[src/rtl/intc_pkg.sv]
package intc_pkg;
  localparam int REG_W = 32;

  // word offsets on the register bus
  localparam int OFS_EN    = 0;
  localparam int OFS_POL   = 1;
  localparam int OFS_MODE  = 2;
  localparam int OFS_ROUTE = 3;
  localparam int OFS_PEND  = 4;
  localparam int OFS_GMASK = 5;
  localparam int OFS_VCTRL = 6;
  localparam int OFS_VEC   = 7;
  localparam int OFS_PRIO  = 8;
endpackage

[src/rtl/intc_detect.sv]
module intc_detect #(
  parameter int NUM_SRC = 32,
  parameter int SYNC_STAGES = 2
) (
  input  logic               clk,
  input  logic               rst,
  input  logic [NUM_SRC-1:0] src_i,
  input  logic [NUM_SRC-1:0] pol_i,
  input  logic [NUM_SRC-1:0] mode_i,
  input  logic [NUM_SRC-1:0] clr_i,
  output logic [NUM_SRC-1:0] pend_o
);
  logic [NUM_SRC-1:0] sync_q [SYNC_STAGES];
  logic [NUM_SRC-1:0] adj, prev_q, rise, pend_q, pend_d;

  always_ff @(posedge clk) begin
    if (rst) begin
      for (int s = 0; s < SYNC_STAGES; s++) sync_q[s] <= '0;
      prev_q <= '0;
    end else begin
      sync_q[0] <= src_i;
      for (int s = 1; s < SYNC_STAGES; s++) sync_q[s] <= sync_q[s-1];
      prev_q <= adj;
    end
  end

  assign adj  = sync_q[SYNC_STAGES-1] ^ pol_i;
  assign rise = adj & ~prev_q;

  always_comb begin
    for (int i = 0; i < NUM_SRC; i++) begin
      if (mode_i[i]) pend_d[i] = adj[i];
      else           pend_d[i] = rise[i] | (pend_q[i] & ~clr_i[i]);
    end
  end

  always_ff @(posedge clk) begin
    if (rst) pend_q <= '0;
    else     pend_q <= pend_d;
  end

  assign pend_o = pend_q;

  for (genvar i = 0; i < NUM_SRC; i++) begin : g_chk

    edge_clear_chk: assert property (@(posedge clk) disable iff (rst)
      (!mode_i[i] && clr_i[i] && !rise[i]) |=> !pend_q[i]);

    level_follow_chk: assert property (@(posedge clk) disable iff (rst)
      mode_i[i] |=> (pend_q[i] == $past(adj[i])));
  end
endmodule

[src/rtl/intc_arbiter.sv]
module intc_arbiter #(
  parameter int NUM_SRC = 32,
  parameter int PRIO_W = 8,
  localparam int IDX_W = $clog2(NUM_SRC)
) (
  input  logic               clk,
  input  logic               rst,
  input  logic [NUM_SRC-1:0] cand_i,
  input  logic [PRIO_W-1:0]  prio_i [NUM_SRC],
  output logic               win_valid_o,
  output logic [IDX_W-1:0]   win_idx_o
);
  logic [PRIO_W-1:0] best;

  always_comb begin
    best        = '1;
    win_valid_o = 1'b0;
    win_idx_o   = '0;
    for (int i = 0; i < NUM_SRC; i++) begin
      // strict compare keeps the lower index on a tie
      if (cand_i[i] && (!win_valid_o || prio_i[i] < best)) begin
        win_valid_o = 1'b1;
        best        = prio_i[i];
        win_idx_o   = IDX_W'(i);
      end
    end
  end

  always_ff @(posedge clk) begin
    if (!rst && win_valid_o) begin

      win_is_cand_chk: assert (cand_i[win_idx_o]);
      for (int i = 0; i < NUM_SRC; i++) begin
        if (cand_i[i]) begin

          win_lowest_chk: assert (prio_i[i] >= prio_i[win_idx_o]);

          tie_low_idx_chk: assert (prio_i[i] != prio_i[win_idx_o] || i >= int'(win_idx_o));
        end
      end
    end
  end
endmodule

[src/rtl/intc_regs.sv]
module intc_regs
  import intc_pkg::*;
#(
  parameter int NUM_SRC = 32,
  parameter int PRIO_W = 8,
  parameter int ADDR_W = 4,
  localparam int IDX_W = $clog2(NUM_SRC)
) (
  input  logic               clk,
  input  logic               rst,
  input  logic               sel_i,
  input  logic               we_i,
  input  logic [ADDR_W-1:0]  addr_i,
  input  logic [REG_W-1:0]   wdata_i,
  output logic [REG_W-1:0]   rdata_o,
  input  logic [NUM_SRC-1:0] pend_i,
  input  logic               win_valid_i,
  input  logic [IDX_W-1:0]   win_idx_i,
  output logic [NUM_SRC-1:0] en_o,
  output logic [NUM_SRC-1:0] pol_o,
  output logic [NUM_SRC-1:0] mode_o,
  output logic [NUM_SRC-1:0] route_o,
  output logic [1:0]         gmask_o,
  output logic [PRIO_W-1:0]  prio_o [NUM_SRC],
  output logic [NUM_SRC-1:0] clr_o
);
  localparam int SPW    = REG_W / PRIO_W;
  localparam int PWORDS = (NUM_SRC + SPW - 1) / SPW;

  logic [NUM_SRC-1:0] en_q, pol_q, mode_q, route_q;
  logic [1:0]         gmask_q;
  logic               vclr_q;
  logic [PRIO_W-1:0]  prio_q [NUM_SRC];
  logic [REG_W-1:0]   pword [PWORDS];
  logic [REG_W-1:0]   rd_next;
  logic               wr, rd, rd_vec;

  assign wr     = sel_i & we_i;
  assign rd     = sel_i & ~we_i;
  assign rd_vec = rd && (addr_i == ADDR_W'(OFS_VEC));

  always_ff @(posedge clk) begin
    if (rst) begin
      en_q <= '0; pol_q <= '0; mode_q <= '0; route_q <= '0;
      gmask_q <= '0; vclr_q <= 1'b0;
      for (int i = 0; i < NUM_SRC; i++) prio_q[i] <= '0;
    end else if (wr) begin
      if (addr_i == ADDR_W'(OFS_EN))    en_q    <= wdata_i[NUM_SRC-1:0];
      if (addr_i == ADDR_W'(OFS_POL))   pol_q   <= wdata_i[NUM_SRC-1:0];
      if (addr_i == ADDR_W'(OFS_MODE))  mode_q  <= wdata_i[NUM_SRC-1:0];
      if (addr_i == ADDR_W'(OFS_ROUTE)) route_q <= wdata_i[NUM_SRC-1:0];
      if (addr_i == ADDR_W'(OFS_GMASK)) gmask_q <= wdata_i[1:0];
      if (addr_i == ADDR_W'(OFS_VCTRL)) vclr_q  <= wdata_i[REG_W-1];
      for (int i = 0; i < NUM_SRC; i++)
        if (addr_i == ADDR_W'(OFS_PRIO + i / SPW))
          prio_q[i] <= wdata_i[(i % SPW) * PRIO_W +: PRIO_W];
    end
  end

  for (genvar w = 0; w < PWORDS; w++) begin : g_pword
    for (genvar j = 0; j < SPW; j++) begin : g_slot
      if (w * SPW + j < NUM_SRC) begin : g_used
        assign pword[w][j*PRIO_W +: PRIO_W] = prio_q[w*SPW + j];
      end else begin : g_pad
        assign pword[w][j*PRIO_W +: PRIO_W] = '0;
      end
    end
  end

  always_comb begin
    clr_o = '0;
    if (wr && addr_i == ADDR_W'(OFS_PEND)) clr_o = wdata_i[NUM_SRC-1:0];
    if (rd_vec && vclr_q && win_valid_i)   clr_o[win_idx_i] = 1'b1;
  end

  always_comb begin
    rd_next = '0;
    if (addr_i == ADDR_W'(OFS_EN))    rd_next = REG_W'(en_q);
    if (addr_i == ADDR_W'(OFS_POL))   rd_next = REG_W'(pol_q);
    if (addr_i == ADDR_W'(OFS_MODE))  rd_next = REG_W'(mode_q);
    if (addr_i == ADDR_W'(OFS_ROUTE)) rd_next = REG_W'(route_q);
    if (addr_i == ADDR_W'(OFS_PEND))  rd_next = REG_W'(pend_i);
    if (addr_i == ADDR_W'(OFS_GMASK)) rd_next = REG_W'(gmask_q);
    if (addr_i == ADDR_W'(OFS_VCTRL)) rd_next = {vclr_q, {(REG_W-1){1'b0}}};
    if (addr_i == ADDR_W'(OFS_VEC))
      rd_next = {~win_valid_i, {(REG_W-1-IDX_W){1'b0}}, win_idx_i};
    for (int w = 0; w < PWORDS; w++)
      if (addr_i == ADDR_W'(OFS_PRIO + w)) rd_next = pword[w];
  end

  always_ff @(posedge clk) begin
    if (rst)     rdata_o <= '0;
    else if (rd) rdata_o <= rd_next;
  end

  assign en_o = en_q; assign pol_o = pol_q; assign mode_o = mode_q;
  assign route_o = route_q; assign gmask_o = gmask_q; assign prio_o = prio_q;


  vec_empty_chk: assert property (@(posedge clk) disable iff (rst)
    (rd_vec && !win_valid_i) |=> (rdata_o == {1'b1, {(REG_W-1){1'b0}}}));

  vec_valid_chk: assert property (@(posedge clk) disable iff (rst)
    (rd_vec && win_valid_i) |=> !rdata_o[REG_W-1]);
endmodule

[src/rtl/prio_intc.sv]
module prio_intc
  import intc_pkg::*;
#(
  parameter int NUM_SRC = 32,
  parameter int PRIO_W = 8,
  parameter int ADDR_W = 4,
  parameter int SYNC_STAGES = 2
) (
  input  logic               clk,
  input  logic               rst,
  input  logic [NUM_SRC-1:0] src_i,
  input  logic               bus_sel_i,
  input  logic               bus_we_i,
  input  logic [ADDR_W-1:0]  bus_addr_i,
  input  logic [REG_W-1:0]   bus_wdata_i,
  output logic [REG_W-1:0]   bus_rdata_o,
  output logic               irq_o,
  output logic               fiq_o
);
  localparam int IDX_W = $clog2(NUM_SRC);

  logic [NUM_SRC-1:0] en, pol, mode, route, clr, pend, irq_cand, fiq_cand;
  logic [1:0]         gmask;
  logic [PRIO_W-1:0]  prio [NUM_SRC];
  logic               win_valid;
  logic [IDX_W-1:0]   win_idx;

  intc_regs #(.NUM_SRC(NUM_SRC), .PRIO_W(PRIO_W), .ADDR_W(ADDR_W)) regs_i (
    .clk(clk), .rst(rst), .sel_i(bus_sel_i), .we_i(bus_we_i),
    .addr_i(bus_addr_i), .wdata_i(bus_wdata_i), .rdata_o(bus_rdata_o),
    .pend_i(pend), .win_valid_i(win_valid), .win_idx_i(win_idx),
    .en_o(en), .pol_o(pol), .mode_o(mode), .route_o(route),
    .gmask_o(gmask), .prio_o(prio), .clr_o(clr));

  intc_detect #(.NUM_SRC(NUM_SRC), .SYNC_STAGES(SYNC_STAGES)) detect_i (
    .clk(clk), .rst(rst), .src_i(src_i), .pol_i(pol), .mode_i(mode),
    .clr_i(clr), .pend_o(pend));

  assign irq_cand = pend & en & route;
  assign fiq_cand = pend & en & ~route;

  intc_arbiter #(.NUM_SRC(NUM_SRC), .PRIO_W(PRIO_W)) arb_i (
    .clk(clk), .rst(rst), .cand_i(irq_cand), .prio_i(prio),
    .win_valid_o(win_valid), .win_idx_o(win_idx));

  always_ff @(posedge clk) begin
    if (rst) begin
      irq_o <= 1'b0;
      fiq_o <= 1'b0;
    end else begin
      irq_o <= gmask[0] & (|irq_cand);
      fiq_o <= gmask[1] & (|fiq_cand);
    end
  end


  irq_gate_chk: assert property (@(posedge clk) disable iff (rst)
    !$past(gmask[0]) |-> !irq_o);

  fiq_gate_chk: assert property (@(posedge clk) disable iff (rst)
    !$past(gmask[1]) |-> !fiq_o);

  irq_masked_chk: assert property (@(posedge clk) disable iff (rst)
    ((pend & en & route) == '0) |=> !irq_o);

  fiq_masked_chk: assert property (@(posedge clk) disable iff (rst)
    ((pend & en & ~route) == '0) |=> !fiq_o);
endmodule

[config.mk]
export PLATFORM = sky130hd
export DESIGN_NAME = prio_intc
export DESIGN_NICKNAME = d
export VERILOG_FILES = /design/src/rtl/intc_pkg.sv /design/src/rtl/intc_detect.sv /design/src/rtl/intc_arbiter.sv /design/src/rtl/intc_regs.sv /design/src/rtl/prio_intc.sv
export SDC_FILE = /design/constraint.sdc
export NUM_CORES = 2
export LEC_CHECK = 0
export ABC_AREA = 1
export ABC_CLOCK_PERIOD_IN_PS = 52900
export CORE_MARGIN = 2
export CORE_UTILIZATION = 30
export DETAILED_ROUTE_END_ITERATION = 16
export SLEW_MARGIN = 20
export SYNTH_ARGS = -nofsm -noshare
export SYNTH_HDL_FRONTEND = slang
export SYNTH_SLANG_ARGS = --single-unit
export TNS_END_PERCENT = 30
[constraint.sdc]
create_clock -name clk -period 52.9 [get_ports clk]
set_input_delay 10.58 -clock clk [delete_from_list [all_inputs] [get_ports clk]]
set_output_delay 10.58 -clock clk [all_outputs]
set_load 0.03 [all_outputs]
# Word level (Yosys, flattened, before mapping)
# Memories as Yosys holds them, arrays and structs flattened.
# Index checks and enable logic that the tools add are counted.
dict set report op_classes {
  order_cmp 33
  n_eq_ne 15
  muxes 151
  bitwise_logic 112
  n_reduce_logical 115
}
# cell n
set op_table {}
lappend op_table {{$mux W32} 20}
lappend op_table {{$lt A8 B8 Y1} 31}
lappend op_table {{$mux W8} 31}
lappend op_table {{$and A32 B32 Y32} 4}
lappend op_table {{$mux W5} 16}
lappend op_table {{$mux W1} 69}
lappend op_table {{$not A32 Y32} 2}
lappend op_table {{$reduce_or A32 Y1} 2}
lappend op_table {{$and A1 B1 Y1} 36}
lappend op_table {{$logic_and A1 B1 Y1} 36}
lappend op_table {{$not A1 Y1} 34}
lappend op_table {{$or A1 B1 Y1} 34}
lappend op_table {{$eq A4 B4 Y1 const B} 8}
lappend op_table {{$mux W4} 8}
lappend op_table {{$or A32 B32 Y32} 1}
lappend op_table {{$xor A32 B32 Y32} 1}
lappend op_table {{$logic_not A1 Y1} 31}
lappend op_table {{$logic_or A1 B1 Y1} 31}
lappend op_table {{$reduce_and A2 Y1} 14}
lappend op_table {{$eq A4 B3 Y1 const B} 4}
lappend op_table {{$mux W3} 4}
lappend op_table {{$eq A4 B2 Y1 const B} 2}
lappend op_table {{$lt A5 B6 Y1 const B} 1}
lappend op_table {{$demux W1 S5} 1}
lappend op_table {{other kinds (4)} 5}
dict set report totals {
  register_bits 485
  ram_bits 64
  input_bits 72
  output_inout_bits 34
  elab_cells 470
  memories 1
}
# memory depth width rd rd_ports_with_merged_regs write_ports line_no
set mem_list {}
lappend mem_list {detect_i.sync_q 2 32 2 0 2 intc_detect.sv:13} ;# logic [NUM_SRC-1:0] sync_q [SYNC_STAGES];

# Depth between registers and ports, before layout
dict set report depth {
  ltp_word 137
  mapped_depth 380
  ltp_nobuf 351
}

# Cells and area by module
# A second synthesis with hierarchy kept.
dict set report hier_totals {
  hier_cells 5174
  hier_area_um2 33534.7
}
# module n_inst cells_each area_each_um2
set by_module_without_submodules {}
lappend by_module_without_submodules {intc_regs 1 2637 18382.6}
lappend by_module_without_submodules {intc_arbiter 1 1789 9651.8}
lappend by_module_without_submodules {intc_detect 1 566 4682.0}
lappend by_module_without_submodules {prio_intc 1 182 818.3}

# Worst setup path after synthesis
# OpenSTA, ideal clock, no wires.
dict set report synth_path {
  kind {register to register}
  startpoint {register regs_i.route_q[0], in the netlist regs_i.route_o[0]}
  endpoint {register detect_i.pend_q[28], in the netlist detect_i.pend_o[28]}
  setup_ns 0.117
  arrival_ns 39.070
  required_ns 52.783
  path_slack_ns 13.712
  path_stages_with_launch 313
  path_buffers 30
  cell_sequence {dfxtp_1 > inv_2 > nor3_4 > inv_2 > nor2_1 > ha_1 > a21oi_1 > o21a_1 > nand2_2 > nand2_4 > nand2_4 > buf_4 > o21ai_0 > ha_1 > a21oi_1 > nor2_1 > a211oi_1 > nand2_2 > [277 not listed] > nand2_1 > nand2_2 > nand2_4 > buf_6 > nand2_1 > o21ai_1 > ha_1 > a21oi_1 > nor2_1 > a211oi_1 > nand2_1 > nand2_2 > nand2_4 > nand2_4 > inv_8 > nor3_2 > nand2_1 > a32o_1}
}
dict set report synth_between {
  elab_chain_cells 136
  word_cells_on_any_way 231
  classes_between {order compare (33); mux (98); bitwise (5); reduce/logical (95)}
}
# item line_no
set synth_rtl {}
lappend synth_rtl {{start: declaration} intc_regs.sv:30} ;# logic [NUM_SRC-1:0] en_q, pol_q, mode_q, route_q;
lappend synth_rtl {{start signal: assignment} intc_regs.sv:51} ;# if (addr_i == ADDR_W'(OFS_ROUTE)) route_q <= wdata_i[NUM_SRC-1:0];
lappend synth_rtl {{$and A32 B32 Y32 *} prio_intc.sv:39} ;# assign irq_cand = pend & en & route;
lappend synth_rtl {{$mux W8 or $mux W1 (tied branches)} intc_arbiter.sv:21} ;# if (cand_i[i] && (!win_valid_o || prio_i[i] < best)) begin
lappend synth_rtl {{$lt A8 B8 Y1 or $logic_not A1 Y1 (tied branches)} intc_arbiter.sv:21}
lappend synth_rtl {{$logic_or A1 B1 Y1} intc_arbiter.sv:21}
lappend synth_rtl {{$logic_and A1 B1 Y1} intc_arbiter.sv:21}
lappend synth_rtl {{$mux W8 or $mux W1 (tied branches)} intc_arbiter.sv:21}
lappend synth_rtl {{$lt A8 B8 Y1 or $logic_not A1 Y1 (tied branches)} intc_arbiter.sv:21}
lappend synth_rtl {{$logic_or A1 B1 Y1} intc_arbiter.sv:21}
lappend synth_rtl {{[120 not listed]} --}
lappend synth_rtl {{$mux W1 (not written as such)} intc_regs.sv:73} ;# if (rd_vec && vclr_q && win_valid_i) clr_o[win_idx_i] = 1'b1;
lappend synth_rtl {{$demux W1 S5} --}
lappend synth_rtl {{$or A32 B32 Y32 (no source line)} --}
lappend synth_rtl {{$mux W32 *} intc_regs.sv:73}
lappend synth_rtl {{$not A1 Y1 *} intc_detect.sv:33} ;# else pend_d[i] = rise[i] | (pend_q[i] & ~clr_i[i]);
lappend synth_rtl {{$and A1 B1 Y1 *} intc_detect.sv:33}
lappend synth_rtl {{$or A1 B1 Y1 *} intc_detect.sv:33}
lappend synth_rtl {{$mux W1 *} intc_detect.sv:32} ;# if (mode_i[i]) pend_d[i] = adj[i];
lappend synth_rtl {{end signal: assignment} intc_detect.sv:39} ;# else pend_q <= pend_d;
lappend synth_rtl {{end: declaration} intc_detect.sv:14} ;# logic [NUM_SRC-1:0] adj, prev_q, rise, pend_q, pend_d;
# Mark *: on every way between the ends. The rest lies on a longest branch, timed or not.
# A chain may end at the register's enable or synchronous reset.

# Worst setup path after layout
dict set report layout_path {
  startpoint {register detect_i.pend_q[0], in the netlist detect_i.pend_o[0]}
  endpoint {register regs_i.rdata_o[2]}
}
dict set report layout_between {
  elab_chain_cells 136
  word_cells_on_any_way 225
  classes_between {order compare (31); mux (99); bitwise (2); reduce/logical (93)}
}
# item line_no
set layout_rtl {}
lappend layout_rtl {{$and A32 B32 Y32 * (2 in series)} prio_intc.sv:39}
lappend layout_rtl {{$mux W8 or $mux W1 (tied branches)} intc_arbiter.sv:21}
lappend layout_rtl {{$lt A8 B8 Y1 or $logic_not A1 Y1 (tied branches)} intc_arbiter.sv:21}
lappend layout_rtl {{$logic_or A1 B1 Y1} intc_arbiter.sv:21}
lappend layout_rtl {{$logic_and A1 B1 Y1} intc_arbiter.sv:21}
lappend layout_rtl {{$mux W8 or $mux W1 (tied branches)} intc_arbiter.sv:21}
lappend layout_rtl {{$lt A8 B8 Y1 or $logic_not A1 Y1 (tied branches)} intc_arbiter.sv:21}
lappend layout_rtl {{$logic_or A1 B1 Y1} intc_arbiter.sv:21}
lappend layout_rtl {{[112 not listed]} --}
lappend layout_rtl {{$logic_and A1 B1 Y1} intc_arbiter.sv:21}
lappend layout_rtl {{$mux W8 or $mux W1 (tied branches)} intc_arbiter.sv:21}
lappend layout_rtl {{$lt A8 B8 Y1 or $logic_not A1 Y1 (tied branches)} intc_arbiter.sv:21}
lappend layout_rtl {{$logic_or A1 B1 Y1} intc_arbiter.sv:21}
lappend layout_rtl {{$logic_and A1 B1 Y1} intc_arbiter.sv:21}
lappend layout_rtl {{$mux W5 *} intc_arbiter.sv:21}
lappend layout_rtl {{$mux W32 *} intc_regs.sv:85} ;# if (addr_i == ADDR_W'(OFS_VEC))
lappend layout_rtl {{$mux W32 * (8 in series)} intc_regs.sv:88} ;# if (addr_i == ADDR_W'(OFS_PRIO + w)) rd_next = pword[w];
lappend layout_rtl {{end signal: assignment} intc_regs.sv:93} ;# else if (rd) rdata_o <= rd_next;
lappend layout_rtl {{end: declaration} intc_regs.sv:15} ;# output logic [REG_W-1:0] rdata_o,
# Marked as above.

==> flow_summary.html <==
<table>
<tr><th>Metric</th><th>Value</th></tr>
<tr><th colspan="2">Final layout</th></tr>
<tr><td>Number of nets in the layout</td><td>5,047</td></tr>
<tr><td>Filler instances</td><td>11.5k</td></tr>
<tr><td>Proportion of layout cells with a drive suffix above 1</td><td>0.0833</td></tr>
<tr><td>Final cell area excluding filler cells</td><td>36,700 sq um</td></tr>
<tr><td>Most common library cell in the layout ignoring fill and taps</td><td>sky130_fd_sc_hd__nand2_1</td></tr>
<tr><td>Most used cells in the layout excluding fill and tap cells</td><td>sky130_fd_sc_hd__nand2_1 (1,095), sky130_fd_sc_hd__dfxtp_1 (549), sky130_fd_sc_hd__o21ai_0 (495)</td></tr>
<tr><td>Cell Count, Final, Fillers Out</td><td>6,269</td></tr>
<tr><td>Area growth from synthesis to layout</td><td>13.5%</td></tr>
<tr><th colspan="2">Synth</th></tr>
<tr><td>Yosys warning count</td><td>0</td></tr>
<tr><td>Simple-Gate Fraction of Synth Area</td><td>0.289</td></tr>
<tr><td>Mean post-synth cell area</td><td>6.69 sq um</td></tr>
<tr><td>Syn_nets</td><td>5,060</td></tr>
<tr><td>Xor and xnor fraction of the mapped netlist area</td><td>0.00108</td></tr>
<tr><td>Share of synthesized registers carrying an async set or reset</td><td>0</td></tr>
<tr><td>Commonest register cell after synthesis</td><td>sky130_fd_sc_hd__dfxtp_1</td></tr>
<tr><td>Fraction of synthesized area in multiplexers</td><td>0</td></tr>
<tr><td>Adder and majority cell fraction of the synthesized area</td><td>0.0615</td></tr>
<tr><td>Distinct cell type count after synthesis</td><td>57</td></tr>
<tr><td>Fraction of the yosys area taken by sequential cells</td><td>0.340</td></tr>
<tr><td>Share of Yosys cell area claimed by the top area cell type</td><td>0.340</td></tr>
<tr><td>Top cell type by total area after synthesis</td><td>sky130_fd_sc_hd__dfxtp_1</td></tr>
<tr><td>Mapped Area</td><td>32,300 sq um</td></tr>
<tr><td>Post-synthesis sequential element count</td><td>549</td></tr>
<tr><td>Area fraction in compound gates after synthesis</td><td>0.205</td></tr>
<tr><td>Number of instances in the synthesized netlist</td><td>4,829</td></tr>
<tr><td>Number of synthesized flops with an enable pin</td><td>0</td></tr>
<tr><td>Top post-synthesis cells by area</td><td>sky130_fd_sc_hd__dfxtp_1 (34%), sky130_fd_sc_hd__nand2_1 (13%), sky130_fd_sc_hd__o21ai_0 (7.7%)</td></tr>
<tr><td>Main combinational cell family by area after synthesis</td><td>simple AND/OR/NAND/NOR gates</td></tr>
<tr><th colspan="2">Worst setup path</th></tr>
<tr><td>Reg2reg start</td><td>detect_i.pend_o[0]</td></tr>
<tr><td>Slowest stage delay, CP</td><td>0.51 ns</td></tr>
<tr><td>Worst-path maximum fanout</td><td>18</td></tr>
<tr><td>Crit end category</td><td>flip-flop</td></tr>
<tr><td>Required time reported for the critical path endpoint</td><td>53.37 ns</td></tr>
<tr><td>Kind of launch point of the worst setup path</td><td>flip-flop</td></tr>
<tr><td>Source of the critical timing path</td><td>detect_i.pend_o[0]</td></tr>
<tr><td>Cell at the slowest stage of the critical path</td><td>sky130_fd_sc_hd__o21ai_0</td></tr>
<tr><td>Crit path top cell by count</td><td>sky130_fd_sc_hd__nand2_4</td></tr>
<tr><td>Critical setup path kind</td><td>flip-flop to flip-flop</td></tr>
<tr><td>Arrival time worst endpoint</td><td>43.75 ns</td></tr>
<tr><th colspan="2">Timing</th></tr>
<tr><td>Time the final worst path needs with I/O delays and setup</td><td>43.29 ns</td></tr>
<tr><td>Post-layout worst setup margin</td><td>9.61 ns</td></tr>
<tr><td>Number of hold violations in the final report</td><td>0</td></tr>
<tr><td>Number of failing setup endpoints in the final timing report</td><td>0</td></tr>
<tr><td>Sum of negative setup slack</td><td>0 ns</td></tr>
<tr><td>Tightest slew margin relative to the limit</td><td>0.0808</td></tr>
<tr><td>Achievable Freq</td><td>0.0231 GHz</td></tr>
<tr><td>Setup repair after global routing missed its margin</td><td>no</td></tr>
<tr><td>Pin slew with the least headroom to its limit</td><td>1.38 ns</td></tr>
<tr><td>Max-slew violation count</td><td>0</td></tr>
<tr><td>Largest clock skew in the final design</td><td>0.0219 ns</td></tr>
<tr><td>Fraction of the cycle the final worst path needs</td><td>0.818</td></tr>
<tr><th colspan="2">Placement</th></tr>
<tr><td>Detail Placement HPWL</td><td>98,100 um</td></tr>
<tr><td>Worst slack at placement</td><td>10.39 ns</td></tr>
<tr><td>Dpl cells</td><td>6,149</td></tr>
<tr><td>Number of input and output port buffers inserted</td><td>105</td></tr>
<tr><td>Total placed instance area</td><td>34,400 sq um</td></tr>
<tr><td>Routability congestion estimate</td><td>0.980</td></tr>
<tr><th colspan="2">Run</th></tr>
<tr><td>Max-cap violations</td><td>0</td></tr>
<tr><th colspan="2">Clock tree</th></tr>
<tr><td>Insertion delay of the later-clocked pin in the worst-skew pair</td><td>0.64 ns</td></tr>
<tr><td>Buffers inserted by post-CTS timing repair</td><td>0</td></tr>
<tr><td>Number of CTS-inserted buffers</td><td>67</td></tr>
<tr><td>Clock slew at the register clock pins of the worst setup and hold paths</td><td>0.06 ns</td></tr>
<tr><td>Cell at the root of the clock tree</td><td>sky130_fd_sc_hd__clkbuf_16</td></tr>
<tr><td>Max Buffers Root-to-Sink</td><td>3</td></tr>
<tr><td>Post-cts resize count</td><td>0</td></tr>
<tr><td>Total number of clock tree sinks</td><td>549</td></tr>
<tr><td>Hold-fix buffer count after cts</td><td>0</td></tr>
<tr><td>Number of levels in the clock H-tree</td><td>3</td></tr>
<tr><td>TritonCTS clock tree</td><td>built</td></tr>
<tr><th colspan="2">GRT</th></tr>
<tr><td>Pin count of the biggest net entering global routing</td><td>114</td></tr>
<tr><td>Vias in the first global route</td><td>30.1k</td></tr>
<tr><td>Overflow after GRT</td><td>0</td></tr>
<tr><td>Number of antenna violations at the first check in global routing</td><td>8</td></tr>
<tr><td>Wire length of the first global-routing pass</td><td>197,000 um</td></tr>
<tr><td>GR Util All Layers</td><td>0.234</td></tr>
<tr><th colspan="2">Power and ir drop</th></tr>
<tr><td>Clock network fraction of design power</td><td>0.488</td></tr>
<tr><td>Static leakage</td><td>14.9 nW</td></tr>
<tr><td>Internal power summed over all cells</td><td>0.712 mW</td></tr>
<tr><td>Total Power</td><td>0.973 mW</td></tr>
<tr><td>Switching power</td><td>0.261 mW</td></tr>
<tr><td>Sw frac</td><td>0.268</td></tr>
<tr><td>Pwr per Cell Area</td><td>26.5 nW/um^2</td></tr>
<tr><td>Peak supply drop</td><td>22.3 uV</td></tr>
<tr><td>Fraction of power consumed by sequential logic</td><td>0.441</td></tr>
<tr><td>Combinational fraction of design power</td><td>0.071</td></tr>
<tr><th colspan="2">Drt</th></tr>
<tr><td>Router iterations before antenna repair</td><td>6</td></tr>
<tr><td>Number of nets with antenna violations after detailed routing</td><td>0</td></tr>
<tr><td>WL/cell</td><td>21.4 um</td></tr>
<tr><td>Vias per std cell</td><td>5.33</td></tr>
<tr><td>Final Routed Wirelength</td><td>134,000 um</td></tr>
<tr><td>Iter 0 DRT Violations</td><td>4,013</td></tr>
<tr><td>Total DRC errors in the routed layout</td><td>0</td></tr>
<tr><td>Total vias in the final route</td><td>33.4k</td></tr>
<tr><th colspan="2">Floorplan</th></tr>
<tr><td>Die ar.</td><td>110,000 sq um</td></tr>
<tr><td>Area of the core</td><td>107,000 sq um</td></tr>
<tr><td>Initial Util</td><td>0.302</td></tr>
<tr><td>Number of placed I/O pins</td><td>106</td></tr>
<tr><td>Height of the chip</td><td>332 um</td></tr>
<tr><td>Horizontal extent of the die</td><td>332 um</td></tr>
<tr><td>Number of placement rows</td><td>120</td></tr>
<tr><th colspan="2">Hold path</th></tr>
<tr><td>Hold WC Path Type</td><td>flip-flop to flip-flop</td></tr>
<tr><td>Startpoint of the worst hold path</td><td>detect_i.sync_q[0][23]</td></tr>
<tr><th colspan="2">Run status</th></tr>
<tr><td>Run status</td><td>finished clean</td></tr>
</table>
==> cell type report <==
class | count | area, sq um | share of cell area
repair buffers | 176 | 1590 | 0.0432
flip-flops and latches | 549 | 11000 | 0.300
inverters | 525 | 2020 | 0.0551
multi-input cells | 3497 | 18100 | 0.494
clock inverters | 26 | 369 | 0.0101
diodes | 3 | 7.51 | 0.000205
well taps | 1403 | 1760 | 0.0478
clock buffers | 90 | 1850 | 0.0505
==> metal layers <==
layer / global-route usage / wire [um]
met4: 0.0956 / 6000
met2: 0.356 / 56500
met3: 0.0387 / 13100
met5: 0 / 69
met1: 0.328 / 58300
==> cell usage after synthesis, types with 45 or more instances <==
| master | n |
|---|---|
| sky130_fd_sc_hd__o21ai_0 | 495 |
| sky130_fd_sc_hd__a21oi_1 | 466 |
| sky130_fd_sc_hd__nand2_4 | 45 |
| sky130_fd_sc_hd__clkbuf_1 | 205 |
| sky130_fd_sc_hd__dfxtp_1 | 549 |
| sky130_fd_sc_hd__ha_1 | 159 |
| sky130_fd_sc_hd__nand2_2 | 96 |
| sky130_fd_sc_hd__nor3_1 | 61 |
| sky130_fd_sc_hd__nand3_1 | 343 |
| sky130_fd_sc_hd__nand2_1 | 1099 |
| sky130_fd_sc_hd__nor2_1 | 404 |
| sky130_fd_sc_hd__inv_1 | 485 |
==> worst max-delay path, delay by kind of cell (launching register included) <==
kind            cells  cell delay, ns
fa+ha+maj          31            9.40
compound gates     88           18.82
simple gates      140           14.13
buf+inv             4            0.32
flops               1            0.34
==> per-stage QoR <==
stage                      util  hold WS, ns
after floorplan               -        0.388
after global placement    0.322        0.390
after detailed placement  0.322        0.393
after CTS                 0.343        0.394
after global routing      0.343        0.413
final                     0.343        0.400
==> final timing paths <==
kind	to	slack [ns]	cells after the start
max	regs_i.rdata_o[2]	9.61	263
min	detect_i.sync_q[0][55]	0.40	2
max reg2reg	regs_i.rdata_o[2]	9.61	263
min reg2reg	detect_i.sync_q[0][55]	0.40	2
==> logic make-up after synthesis <==
kind of cell / after synthesis
and+or+nand+nor: 2127
adders and majority gates: 159
DFF: 549
buffers and inverters: 783
AOI/OAI and AO/OA: 1207
xor gates and xnor gates: 4
==> power groups by stage <==
stage	logic, mW	clock network (mW)	registers, mW
floorplan	0.0344	0	0.436
global placement	0.0663	0	0.438
detailed placement	0.0669	0	0.438
CTS	0.0670	0.479	0.429
global route	0.0728	0.494	0.429
finish	0.0689	0.475	0.429
==> sequential cells by signal, indices dropped and copies added (netlist names), 2 cells and up <==
name,flops
regs_i.prio_o,256
detect_i.sync_q,64
detect_i.pend_o,32
detect_i.prev_q,32
regs_i.en_o,32
regs_i.mode_o,32
regs_i.pol_o,32
regs_i.rdata_o,32
regs_i.route_o,32
regs_i.gmask_o,2
Note: power is estimated with default switching activity, not from simulation.
